**src/rtl/erx_pkg.sv**
```systemverilog
package erx_pkg;
    typedef enum logic [2:0] {
        S_IDLE,
        S_HDR,
        S_L3,
        S_TRACK,
        S_DONE
    } erx_state_e;

    typedef enum logic [1:0] {
        TL_LEN,
        TL_L3,
        TL_OTHER
    } tl_kind_e;

    localparam logic [15:0] TL_MAX_LEN = 16'h05DC;
    localparam logic [15:0] TYPE_IP    = 16'h0800;
    localparam logic [15:0] TYPE_IPX   = 16'h8137;
    localparam int          HDR_BYTES  = 14;
    localparam int          TL_LO_IDX  = 13;
    localparam int          TL_HI_IDX  = 12;
    localparam int          L3_HI_IDX  = 16;
    localparam int          L3_LO_IDX  = 17;
endpackage

```
**src/rtl/erx_tl_classify.sv**
```systemverilog
module erx_tl_classify
    import erx_pkg::*;
(
    input  logic [15:0] tl_word,
    input  logic        ip_en,
    input  logic        ipx_en,
    output tl_kind_e    kind
);
    always_comb begin
        if (tl_word <= TL_MAX_LEN)
            kind = TL_LEN;
        else if ((tl_word == TYPE_IP && ip_en) || (tl_word == TYPE_IPX && ipx_en))
            kind = TL_L3;
        else
            kind = TL_OTHER;
    end
endmodule

```
**src/rtl/erx_point_cmp.sv**
```systemverilog
module erx_point_cmp #(
    parameter int CNT_W = 16,
    parameter int THR_W = 8
) (
    input  logic [CNT_W:0]   count_n,
    input  logic [CNT_W:0]   len_exp,
    input  logic [THR_W-1:0] thresh,
    output logic             reached
);
    localparam int SUM_W = CNT_W + 2;

    logic [SUM_W-1:0] reach_sum;

    always_comb begin
        reach_sum = SUM_W'(count_n) + (SUM_W'(thresh) << 3);
        reached   = reach_sum >= SUM_W'(len_exp);
    end
endmodule

```
**src/rtl/early_rx_irq.sv**
```systemverilog
module early_rx_irq
    import erx_pkg::*;
#(
    parameter int CNT_W = 16,
    parameter int THR_W = 8
) (
    input  logic             clk,
    input  logic             rst_n,
    input  logic             sof,
    input  logic             byte_vld,
    input  logic [7:0]       byte_data,
    input  logic             eof,
    input  logic             rx_err,
    input  logic             rx_ovr,
    input  logic             ru_ready,
    input  logic             discard,
    input  logic [THR_W-1:0] cfg_thresh,
    input  logic             cfg_ip_en,
    input  logic             cfg_ipx_en,
    input  logic             cfg_save_bad,
    output logic             er_pulse,
    output logic             fr_pulse
);
    localparam logic [CNT_W-1:0] CNT_MAX = {CNT_W{1'b1}};

    erx_state_e       state, state_nx;
    logic [CNT_W-1:0] cnt;
    logic [7:0]       tl_hi, l3_hi;
    logic [CNT_W:0]   exp_len, new_len, count_n;
    logic             ovr_seen, er_hit;
    logic             in_frame, at_tl_lo, at_l3_lo, len_now, gate, reached, fire, fr_nx;
    logic [15:0]      tl_word, l3_word;
    tl_kind_e         tl_kind;

    assign tl_word  = {tl_hi, byte_data};
    assign l3_word  = {l3_hi, byte_data};
    assign in_frame = (state != S_IDLE);
    assign at_tl_lo = byte_vld && (state == S_HDR) && (cnt == CNT_W'(TL_LO_IDX));
    assign at_l3_lo = byte_vld && (state == S_L3) && (cnt == CNT_W'(L3_LO_IDX));
    assign count_n  = {1'b0, cnt} + 1'b1;

    erx_tl_classify u_cls (
        .tl_word (tl_word),
        .ip_en   (cfg_ip_en),
        .ipx_en  (cfg_ipx_en),
        .kind    (tl_kind)
    );

    always_comb begin
        if (at_tl_lo)
            new_len = (CNT_W+1)'(tl_word) + (CNT_W+1)'(HDR_BYTES);
        else if (at_l3_lo)
            new_len = (CNT_W+1)'(l3_word) + (CNT_W+1)'(HDR_BYTES);
        else
            new_len = exp_len;
    end

    erx_point_cmp #(.CNT_W(CNT_W), .THR_W(THR_W)) u_cmp (
        .count_n (count_n),
        .len_exp (new_len),
        .thresh  (cfg_thresh),
        .reached (reached)
    );

    assign len_now = (at_tl_lo && tl_kind == TL_LEN) || at_l3_lo
                     || (byte_vld && state == S_TRACK);
    assign gate    = (cfg_thresh != '0) && ru_ready && !discard && !ovr_seen && !rx_ovr;
    assign fire    = gate && len_now && reached && !er_hit;
    assign fr_nx   = byte_vld && eof && in_frame && ru_ready && !discard
                     && (cfg_save_bad || !(rx_err || rx_ovr || ovr_seen));

    // next-state logic
    always_comb begin
        state_nx = state;
        unique case (state)
            S_IDLE:  state_nx = S_IDLE;
            S_HDR: begin
                if (at_tl_lo) begin
                    if (fire)                   state_nx = S_DONE;
                    else if (tl_kind == TL_LEN) state_nx = S_TRACK;
                    else if (tl_kind == TL_L3)  state_nx = S_L3;
                    else                        state_nx = S_DONE;
                end
            end
            S_L3:    if (at_l3_lo) state_nx = fire ? S_DONE : S_TRACK;
            S_TRACK: if (fire) state_nx = S_DONE;
            S_DONE:  state_nx = S_DONE;
            default: state_nx = S_IDLE;
        endcase
        if (byte_vld && eof && in_frame) state_nx = S_IDLE;
        if (sof)                         state_nx = S_HDR;
    end

    // state register and per-frame datapath
    always_ff @(posedge clk or negedge rst_n) begin
        if (!rst_n) begin
            state    <= S_IDLE;
            cnt      <= '0;
            tl_hi    <= '0;
            l3_hi    <= '0;
            exp_len  <= '0;
            ovr_seen <= 1'b0;
            er_hit   <= 1'b0;
        end else begin
            state <= state_nx;
            if (sof) begin
                cnt      <= '0;
                exp_len  <= '0;
                ovr_seen <= 1'b0;
                er_hit   <= 1'b0;
            end else if (byte_vld && in_frame) begin
                if (cnt != CNT_MAX) cnt <= cnt + 1'b1;
                if (cnt == CNT_W'(TL_HI_IDX)) tl_hi <= byte_data;
                if (cnt == CNT_W'(L3_HI_IDX)) l3_hi <= byte_data;
                exp_len  <= new_len;
                ovr_seen <= ovr_seen | rx_ovr;
                er_hit   <= er_hit | fire;
            end
        end
    end

    // output register
    always_ff @(posedge clk or negedge rst_n) begin
        if (!rst_n) begin
            er_pulse <= 1'b0;
            fr_pulse <= 1'b0;
        end else begin
            er_pulse <= fire;
            fr_pulse <= fr_nx;
        end
    end

    p_er_needs_thresh_r4: assert property (@(posedge clk) disable iff (!rst_n)
        er_pulse |-> $past(cfg_thresh) != '0);

    p_er_needs_rx_on_r7: assert property (@(posedge clk) disable iff (!rst_n)
        er_pulse |-> $past(ru_ready && !discard && byte_vld));

    p_fr_after_eof_r8: assert property (@(posedge clk) disable iff (!rst_n)
        fr_pulse |-> $past(byte_vld && eof));

    p_bad_drop_r9: assert property (@(posedge clk) disable iff (!rst_n)
        (fr_pulse && !$past(cfg_save_bad)) |-> !$past(rx_err));

    p_single_er_r10: assert property (@(posedge clk) disable iff (!rst_n)
        er_pulse |=> !er_pulse);
endmodule

```
**config.mk**
```make
export PLATFORM = sky130hd
export DESIGN_NAME = early_rx_irq
export DESIGN_NICKNAME = d
export VERILOG_FILES = /design/src/rtl/erx_pkg.sv /design/src/rtl/erx_tl_classify.sv /design/src/rtl/erx_point_cmp.sv /design/src/rtl/early_rx_irq.sv
export SDC_FILE = /design/constraint.sdc
export NUM_CORES = 1
export LEC_CHECK = 0
export BUFFER_PORTS_ARGS = -buffer_cell sky130_fd_sc_hd__buf_4
export CORE_MARGIN = 2
export CORE_UTILIZATION = 35
export DETAILED_ROUTE_END_ITERATION = 8
export PLACE_DENSITY_LB_ADDON = 0.2
export SETUP_SLACK_MARGIN = 0.3
export SYNTH_ARGS = -nofsm -noshare
export SYNTH_HDL_FRONTEND = slang
export SYNTH_HIERARCHICAL = 1
export SYNTH_SLANG_ARGS = --single-unit
```
**constraint.sdc**
```tcl
create_clock -name clk -period 8 [get_ports clk]
set_clock_uncertainty 0.1 [all_clocks]
set_input_delay 0.8 -clock clk [delete_from_list [all_inputs] [get_ports clk]]
set_output_delay 0.8 -clock clk [all_outputs]
set_load 0.05 [all_outputs]
```
**Word level (Yosys, flattened, before mapping)**

Cells that the tools add are included.

- Bits in registers: 56
- Bits in latches: 0
- RAM bits: 0
- Memory bits (read-only): 0
- Input port bits: 28
- Output and inout bits: 2
- Memories: 0

- Add/sub/neg operators: 5
- $mul: 0
- Divide/modulo/power cells: 0
- Order comparisons: 2
- Equality and inequality tests: 15
- Shift operators: 0
- Multiplexer cells: 23
- Bitwise gates (word level): 3
- Reductions and logical operators: 41

Operator list:

| operator | number |
|---|---|
| $mux 17 | 4 |
| $mux 16 | 3 |
| $add 16x4->17 const B | 2 |
| $eq 16x4->1 const B | 2 |
| $eq 16x5->1 const B | 2 |
| $mux 3 | 9 |
| $logic_and 1x1->1 | 21 |
| $add 17x11->18 | 1 |
| $ge 18x17->1 | 1 |
| $add 16x1->17 const B | 1 |
| $add 16x1->16 const B | 1 |
| $eq 16x12->1 const B | 1 |
| $eq 16x16->1 const B | 1 |
| $le 16x11->1 const B | 1 |
| $ne 16x16->1 const B | 1 |
| $ne 4x3->1 const B | 3 |
| $pmux 3 s4 | 1 |
| $reduce_and 3->1 | 3 |
| $reduce_bool 8->1 | 1 |
| $eq 3x2->1 const B | 2 |
| $logic_or 1x1->1 | 6 |
| $logic_not 1->1 | 5 |
| $mux 1 | 4 |
| $mux 2 | 2 |
| other kinds (9) | 11 |

**Depth between registers and ports, before layout**

- Depth in word-level cells: 17
- Gate-level depth with buffers: 21
- Gate-level depth less buffers: 20

**Hierarchy**

The synthesis kept the hierarchy.

Modules (own cells, without submodules):

| module | times used | cells each | area each (um^2) | sequential area each (um^2) |
|---|---|---|---|---|
| early_rx_irq | 1 | 390 | 3572.2 | 1401.3 |
| erx_point_cmp | 1 | 114 | 854.6 | 0.0 |
| erx_tl_classify | 1 | 20 | 132.6 | 0.0 |

**Least setup slack after synthesis**

No wires, ideal clock.

- Kind: reg-to-reg
- Start point: reg cnt[2]
- End point: reg state[2]
- Library setup time: 94 ps
- Data arrival time: 3879 ps
- Data required time: 7806 ps
- Slack: 3927 ps
- Cell stages (with the launch flop): 20
- Buffers on the path: 3
- Period minus slack after synthesis: 4073 ps
- Cell sequence: dfrtp_1 -> clkbuf_1 -> or3b_2 -> or4_1 -> clkbuf_1 -> a21oi_2 -> buf_2 -> nor2_1 -> a21oi_1 -> inv_1 -> ha_1 -> nand3_1 -> nor4_1 -> o211ai_1 -> o211ai_1 -> nor2b_1 -> o211ai_1 -> a31oi_1 -> o311ai_0 -> a221oi_2

- Elaborated cells on any way between the ends: 26
- Classes of those cells: 2 x add/sub; 1 x order compare; 5 x eq/ne; 9 x mux; 9 x reduce/logical

RTL lines:

| element | line | text |
|---|---|---|
| from (decl) | early_rx_irq.sv:27 | `logic [CNT_W-1:0] cnt;` |
| from (signal assigned) | early_rx_irq.sv:112 | `if (cnt != CNT_MAX) cnt <= cnt + 1'b1;` |
| $eq 16x5->1 | early_rx_irq.sv:39 | `assign at_l3_lo = byte_vld && (state == S_L3) && (cnt == CNT_W'(L3_LO_IDX));` |
| $logic_and 1x1->1 | early_rx_irq.sv:39 |  |
| $mux 17 | early_rx_irq.sv:52 | `else if (at_l3_lo)` |
| $mux 17 * | early_rx_irq.sv:50 | `if (at_tl_lo)` |
| net new_len[7] | early_rx_irq.sv:29 | `logic [CNT_W:0] exp_len, new_len, count_n;` |
| $ge 18x17->1 * | erx_point_cmp.sv:16 | `reached = reach_sum >= SUM_W'(len_exp);` |
| net reached | early_rx_irq.sv:31 | `logic in_frame, at_tl_lo, at_l3_lo, len_now, gate, reached, fire, fr_nx;` |
| $logic_and 1x1->1 * (2 in series) | early_rx_irq.sv:68 | `assign fire = gate && len_now && reached && !er_hit;` |
| $mux 3, on equally long branches | early_rx_irq.sv:85, early_rx_irq.sv:79 |  |
| $mux 3, on equally long branches | early_rx_irq.sv:85, early_rx_irq.sv:78 |  |
| $pmux 3 s4 | early_rx_irq.sv:75 | `unique case (state)` |
| $mux 3 | early_rx_irq.sv:90 | `if (byte_vld && eof && in_frame) state_nx = S_IDLE;` |
| $mux 3 | early_rx_irq.sv:91 | `if (sof) state_nx = S_HDR;` |
| to (signal assigned) | early_rx_irq.sv:105 | `state <= state_nx;` |
| to (decl) | early_rx_irq.sv:26 | `erx_state_e state, state_nx;` |

Mark *: on every way through the listed nets, which the timed path passes. The rest lies on a longest branch. The select of a mux whose other input is x is not followed.
A chain may end at the register's enable or synchronous reset.

**Worst setup path in the final report**

- Start point: reg cnt[5]
- End point: reg state[2]

The elaborated chain is that of the path after synthesis.

==> impl_metrics.csv <==
group,metric,value,unit
status,outcome,"complete, no violations",
clock_tree,cts-buffers-inserted,5,
timing,max-slew-margin-rel,0.453,
pwr,worst_ir_drop_vdd,74.3,µV
global_routing,first_global_vias,3898,
clock_tree,h-tree-depth,2,
logic_synthesis,synth_top_cells_by_area,"sky130_fd_sc_hd__dfrtp_1 31%, sky130_fd_sc_hd__ha_1 8.0%, sky130_fd_sc_hd__xnor2_1 5.8%",
logic_synthesis,post_synth_and_or_nand_nor_area_fraction,0.225,
logic_synthesis,syn_inst,524,
setup_path,sort_of_element_at_the_end_of_the_critical_path,"register",
global_routing,grt_first_pass_wirelength,20.5,mm
detailed_routing,drt_pre_antenna_iters,5,
pwr,power.internal,429,µW
clock_tree,clk_root_buffer_cell,"sky130_fd_sc_hd__clkbuf_16",
place,gp_routability_congestion,0.909,
global_routing,grt_antenna_before_repair,0,
place,port-buffer-count,29,
setup_path,startpoint_type,"register",
setup_path,critPathLaunch,"cnt[5]",
setup_path,cp.arrival,4.88,ns
pwr,static-leakage-power,2.14,nW
setup_path,crit_path_top_delay_cell,"sky130_fd_sc_hd__or4_1",
logic_synthesis,synth.net_count,582,
floorplan,core_area,12700,µm²
pwr,power_frac_clock,0.389,
pwr,share_seq_of_total_power,0.492,
timing,timing_worst_slew_pin_value,0.818,ns
global_routing,grt_max_degree,57,
logic_synthesis,synth_xor_area_frac,0.0999,
timing,layout_worst_path_cycle_share,0.596,
floorplan,io-pin-count,30,
logic_synthesis,avgSynthCellArea,8.70,µm²
timing,finalWorstSetupSlack,3.23,ns
detailed_routing,drt_iter0_markers,305,
detailed_routing,wirelength,12.4,mm
global_routing,grt.total_usage,0.182,
detailed_routing,drc,0,
logic_synthesis,combinational_family_with_the_most_area_after_synthesis,"simple AND/OR/NAND/NOR gates",
detailed_routing,vias_per_cell,5.60,
detailed_routing,vias,3979,
clock_tree,post_cts_resized,0,
clock_tree,ctsHoldBuffers,0,
clock_tree,tritoncts_clock_tree,"built",
layout,drive_above_1_share,0.137,
place,place_worst_setup_slack,3.30,ns
setup_path,worst_r2r_startpoint,"cnt[5]",
setup_path,crit_top_cell,"sky130_fd_sc_hd__o211ai_1",
setup_path,max_stage_delay,0.68,ns
timing,final_period_minus_worst_setup_slack,4.77,ns
floorplan,row_count,41,
global_routing,grt_overflow_total,0,
floorplan,die_extent_in_y,118,µm
logic_synthesis,ys_seq_elements,56,
timing,timing_max_transition_violations_final,0,
logic_synthesis,async_s_r_ff_share_synth,1.00,
detailed_routing,antenna_left,0,
timing,hold_viol_final,0,
setup_path,worst_r2r_path_depth,17,
hold_path,hp_class,"register to register",
pwr,power.density,116,nW/µm²
clock_tree,clockBufferDepth,2,
pwr,total_switching_power,156,µW
logic_synthesis,synth-main-ff-cell,"sky130_fd_sc_hd__dfrtp_1",
timing,fmax,0.210,GHz
place,dp_hpwl,9.23,mm
logic_synthesis,yosys_warnings,6,
logic_synthesis,count_of_different_cell_masters_after_synthesis,67,
logic_synthesis,yosys-top-cells-count,"56 x sky130_fd_sc_hd__dfrtp_1, 43 x sky130_fd_sc_hd__nand2_1, 37 x sky130_fd_sc_hd__a21oi_1",
detailed_routing,avgRoutedWirePerCell,17.4,µm
floorplan,start_util,0.360,
clock_tree,worst_setup_hold_path_clk_slew,0.07,ns
setup_path,setup.worst_path.class,"register to register",
logic_synthesis,netlist.top_cell.by_area,"sky130_fd_sc_hd__dfrtp_1",
logic_synthesis,synth_mux_area_frac,0.0576,
layout,final_nets,596,
logic_synthesis,synthMostInstantiatedCell,"sky130_fd_sc_hd__dfrtp_1",
logic_synthesis,synth_edf_count,0,
clock_tree,post-cts-setup-buffer-count,0,
run,maxCapViolations,0,
setup_path,regToRegSetupSlack,3.23,ns
logic_synthesis,compound_gate_portion_of_the_synthesized_area,0.173,
setup_path,critical_path.reg2reg.endpoint,"state[2]",
clock_tree,insertion_delay_of_the_later_clocked_pin_in_the_worst_skew_pair,0.31,ns
timing,totalNegativeSetupSlack,0,ns
logic_synthesis,synth_sequential_area_ratio,0.307,
setup_path,capture_point_of_the_critical_path,"state[2]",
logic_synthesis,synth_fa_ha_area_frac,0.0840,
floorplan,fp.dieW,118,µm
timing,setup_repair_after_global_routing_missed_its_margin,"no",
setup_path,crit_path_max_fanout,15,
logic_synthesis,synth_area,4560,µm²
floorplan,die_outline_area,14000,µm²
setup_path,timing.critical_path.cells,"or3_1 > or4_1 > a21oi_2 > nor2_1 > a21oi_1 > inv_1 > ha_1 > nand2_1 > o21a_1 > o31ai_1 > o211ai_1 > o211ai_1 > nor2b_1 > o211ai_1 > a31oi_1 > o311ai_0 > a221oi_2",
layout,area_growth,10.6,%
pwr,power_switching_share,0.267,
setup_path,worst_ep_required_time,8.11,ns
pwr,comb_pwr_share,0.119,
clock_tree,cts_num_sinks,56,
logic_synthesis,synth_top_area_share,0.307,
layout,num_antenna_cells,0,
timing,finish_stage_setup_viols,0,
-- flip-flops by register name, summed over array words and instances, names as in the netlist --
name / count
exp_len: 17
cnt: 16
l3_hi: 8
tl_hi: 8
state: 3
er_hit: 1
er_pulse: 1
fr_pulse: 1
ovr_seen: 1
-- through the flow --
stage          cells  power [mW]  area (µm²)  utilization  hold slack (ns)
3_5_place_dp     703       0.363        4900        0.386            0.416
3_3_place_gp     703       0.362        4900        0.386            0.412
4_1_cts          711       0.596        5040        0.398            0.433
5_1_grt          711       0.614        5040        0.398            0.468
2_1_floorplan    524       0.328        4560            -            0.387
6_report         711       0.584        5040        0.398            0.430
-- cells by family (layout without fill, tap and decap cells) --
family,count (synthesis),count (layout)
xor+xnor,52,52
flops,56,56
fa+ha+maj,30,30
compound gates,114,114
buf+inv,59,74
simple gates,189,189
mux,24,24
-- layout by cell type (no fill, tap or decap), types with 12 or more instances in the layout --
master                     n
sky130_fd_sc_hd__xnor2_1  30
sky130_fd_sc_hd__nor4_1   13
sky130_fd_sc_hd__nor2_1   28
sky130_fd_sc_hd__nor3_1   16
sky130_fd_sc_hd__mux2_2   18
sky130_fd_sc_hd__o21ai_0  12
sky130_fd_sc_hd__buf_4    31
sky130_fd_sc_hd__ha_1     29
sky130_fd_sc_hd__inv_1    35
sky130_fd_sc_hd__xor2_1   22
sky130_fd_sc_hd__dfrtp_1  56
sky130_fd_sc_hd__a21oi_1  37
sky130_fd_sc_hd__nand4_1  13
sky130_fd_sc_hd__nand2_1  43
sky130_fd_sc_hd__nand3_1  21
-- worst max-delay path, delay by kind of cell (launching register included) --
kind / cells / cell delay (ns)
buffers and inverters: 1 / 0.06
AOI/OAI and AO/OA: 10 / 2.20
DFF: 1 / 0.46
and+or+nand+nor: 5 / 1.56
adders and majority gates: 1 / 0.30
-- layout make-up --
| type | count | area, µm² |
|---|---|---|
| fillers | 1295 | 7630 |
| multi-input cells | 409 | 2920 |
| flip-flops and latches | 56 | 1400 |
| repair buffers | 31 | 233 |
| well taps | 172 | 215 |
| inverters | 35 | 131 |
| clock buffers | 5 | 125 |
| clock inverters | 3 | 22.5 |
-- power groups by stage --
stage / Clock [mW] / Sequential, mW / Combinational, mW
after global routing: 0.248 / 0.288 / 0.0780
after global placement: 0 / 0.293 / 0.0688
after floorplan: 0 / 0.292 / 0.0362
final: 0.228 / 0.288 / 0.0694
after detailed placement: 0 / 0.293 / 0.0698
after CTS: 0.238 / 0.287 / 0.0703
-- worst min-delay path by stage --
| stage | startpoint | to | slack, ns | cells past startpoint |
|---|---|---|---|---|
| 3_3_place_gp | ovr_seen | ovr_seen | 0.41 | 2 |
| 4_1_cts | ovr_seen | ovr_seen | 0.43 | 2 |
| 2_1_floorplan | ovr_seen | ovr_seen | 0.39 | 2 |
| 5_1_grt | exp_len[1] | exp_len[1] | 0.47 | 2 |
| 3_5_place_dp | ovr_seen | ovr_seen | 0.42 | 2 |
| 6_report | exp_len[1] | exp_len[1] | 0.43 | 2 |
-- layer usage --
layer / track usage / vias up / routed length [µm]
li1: - / 1949 / -
met1: 0.260 / 1903 / 5790
met2: 0.280 / 112 / 5770
met3: 0.0309 / 15 / 605
met4: 0.0610 / 0 / 226
met5: 0 / - / 0
No activity file was read; power rests on OpenSTA's default activity.
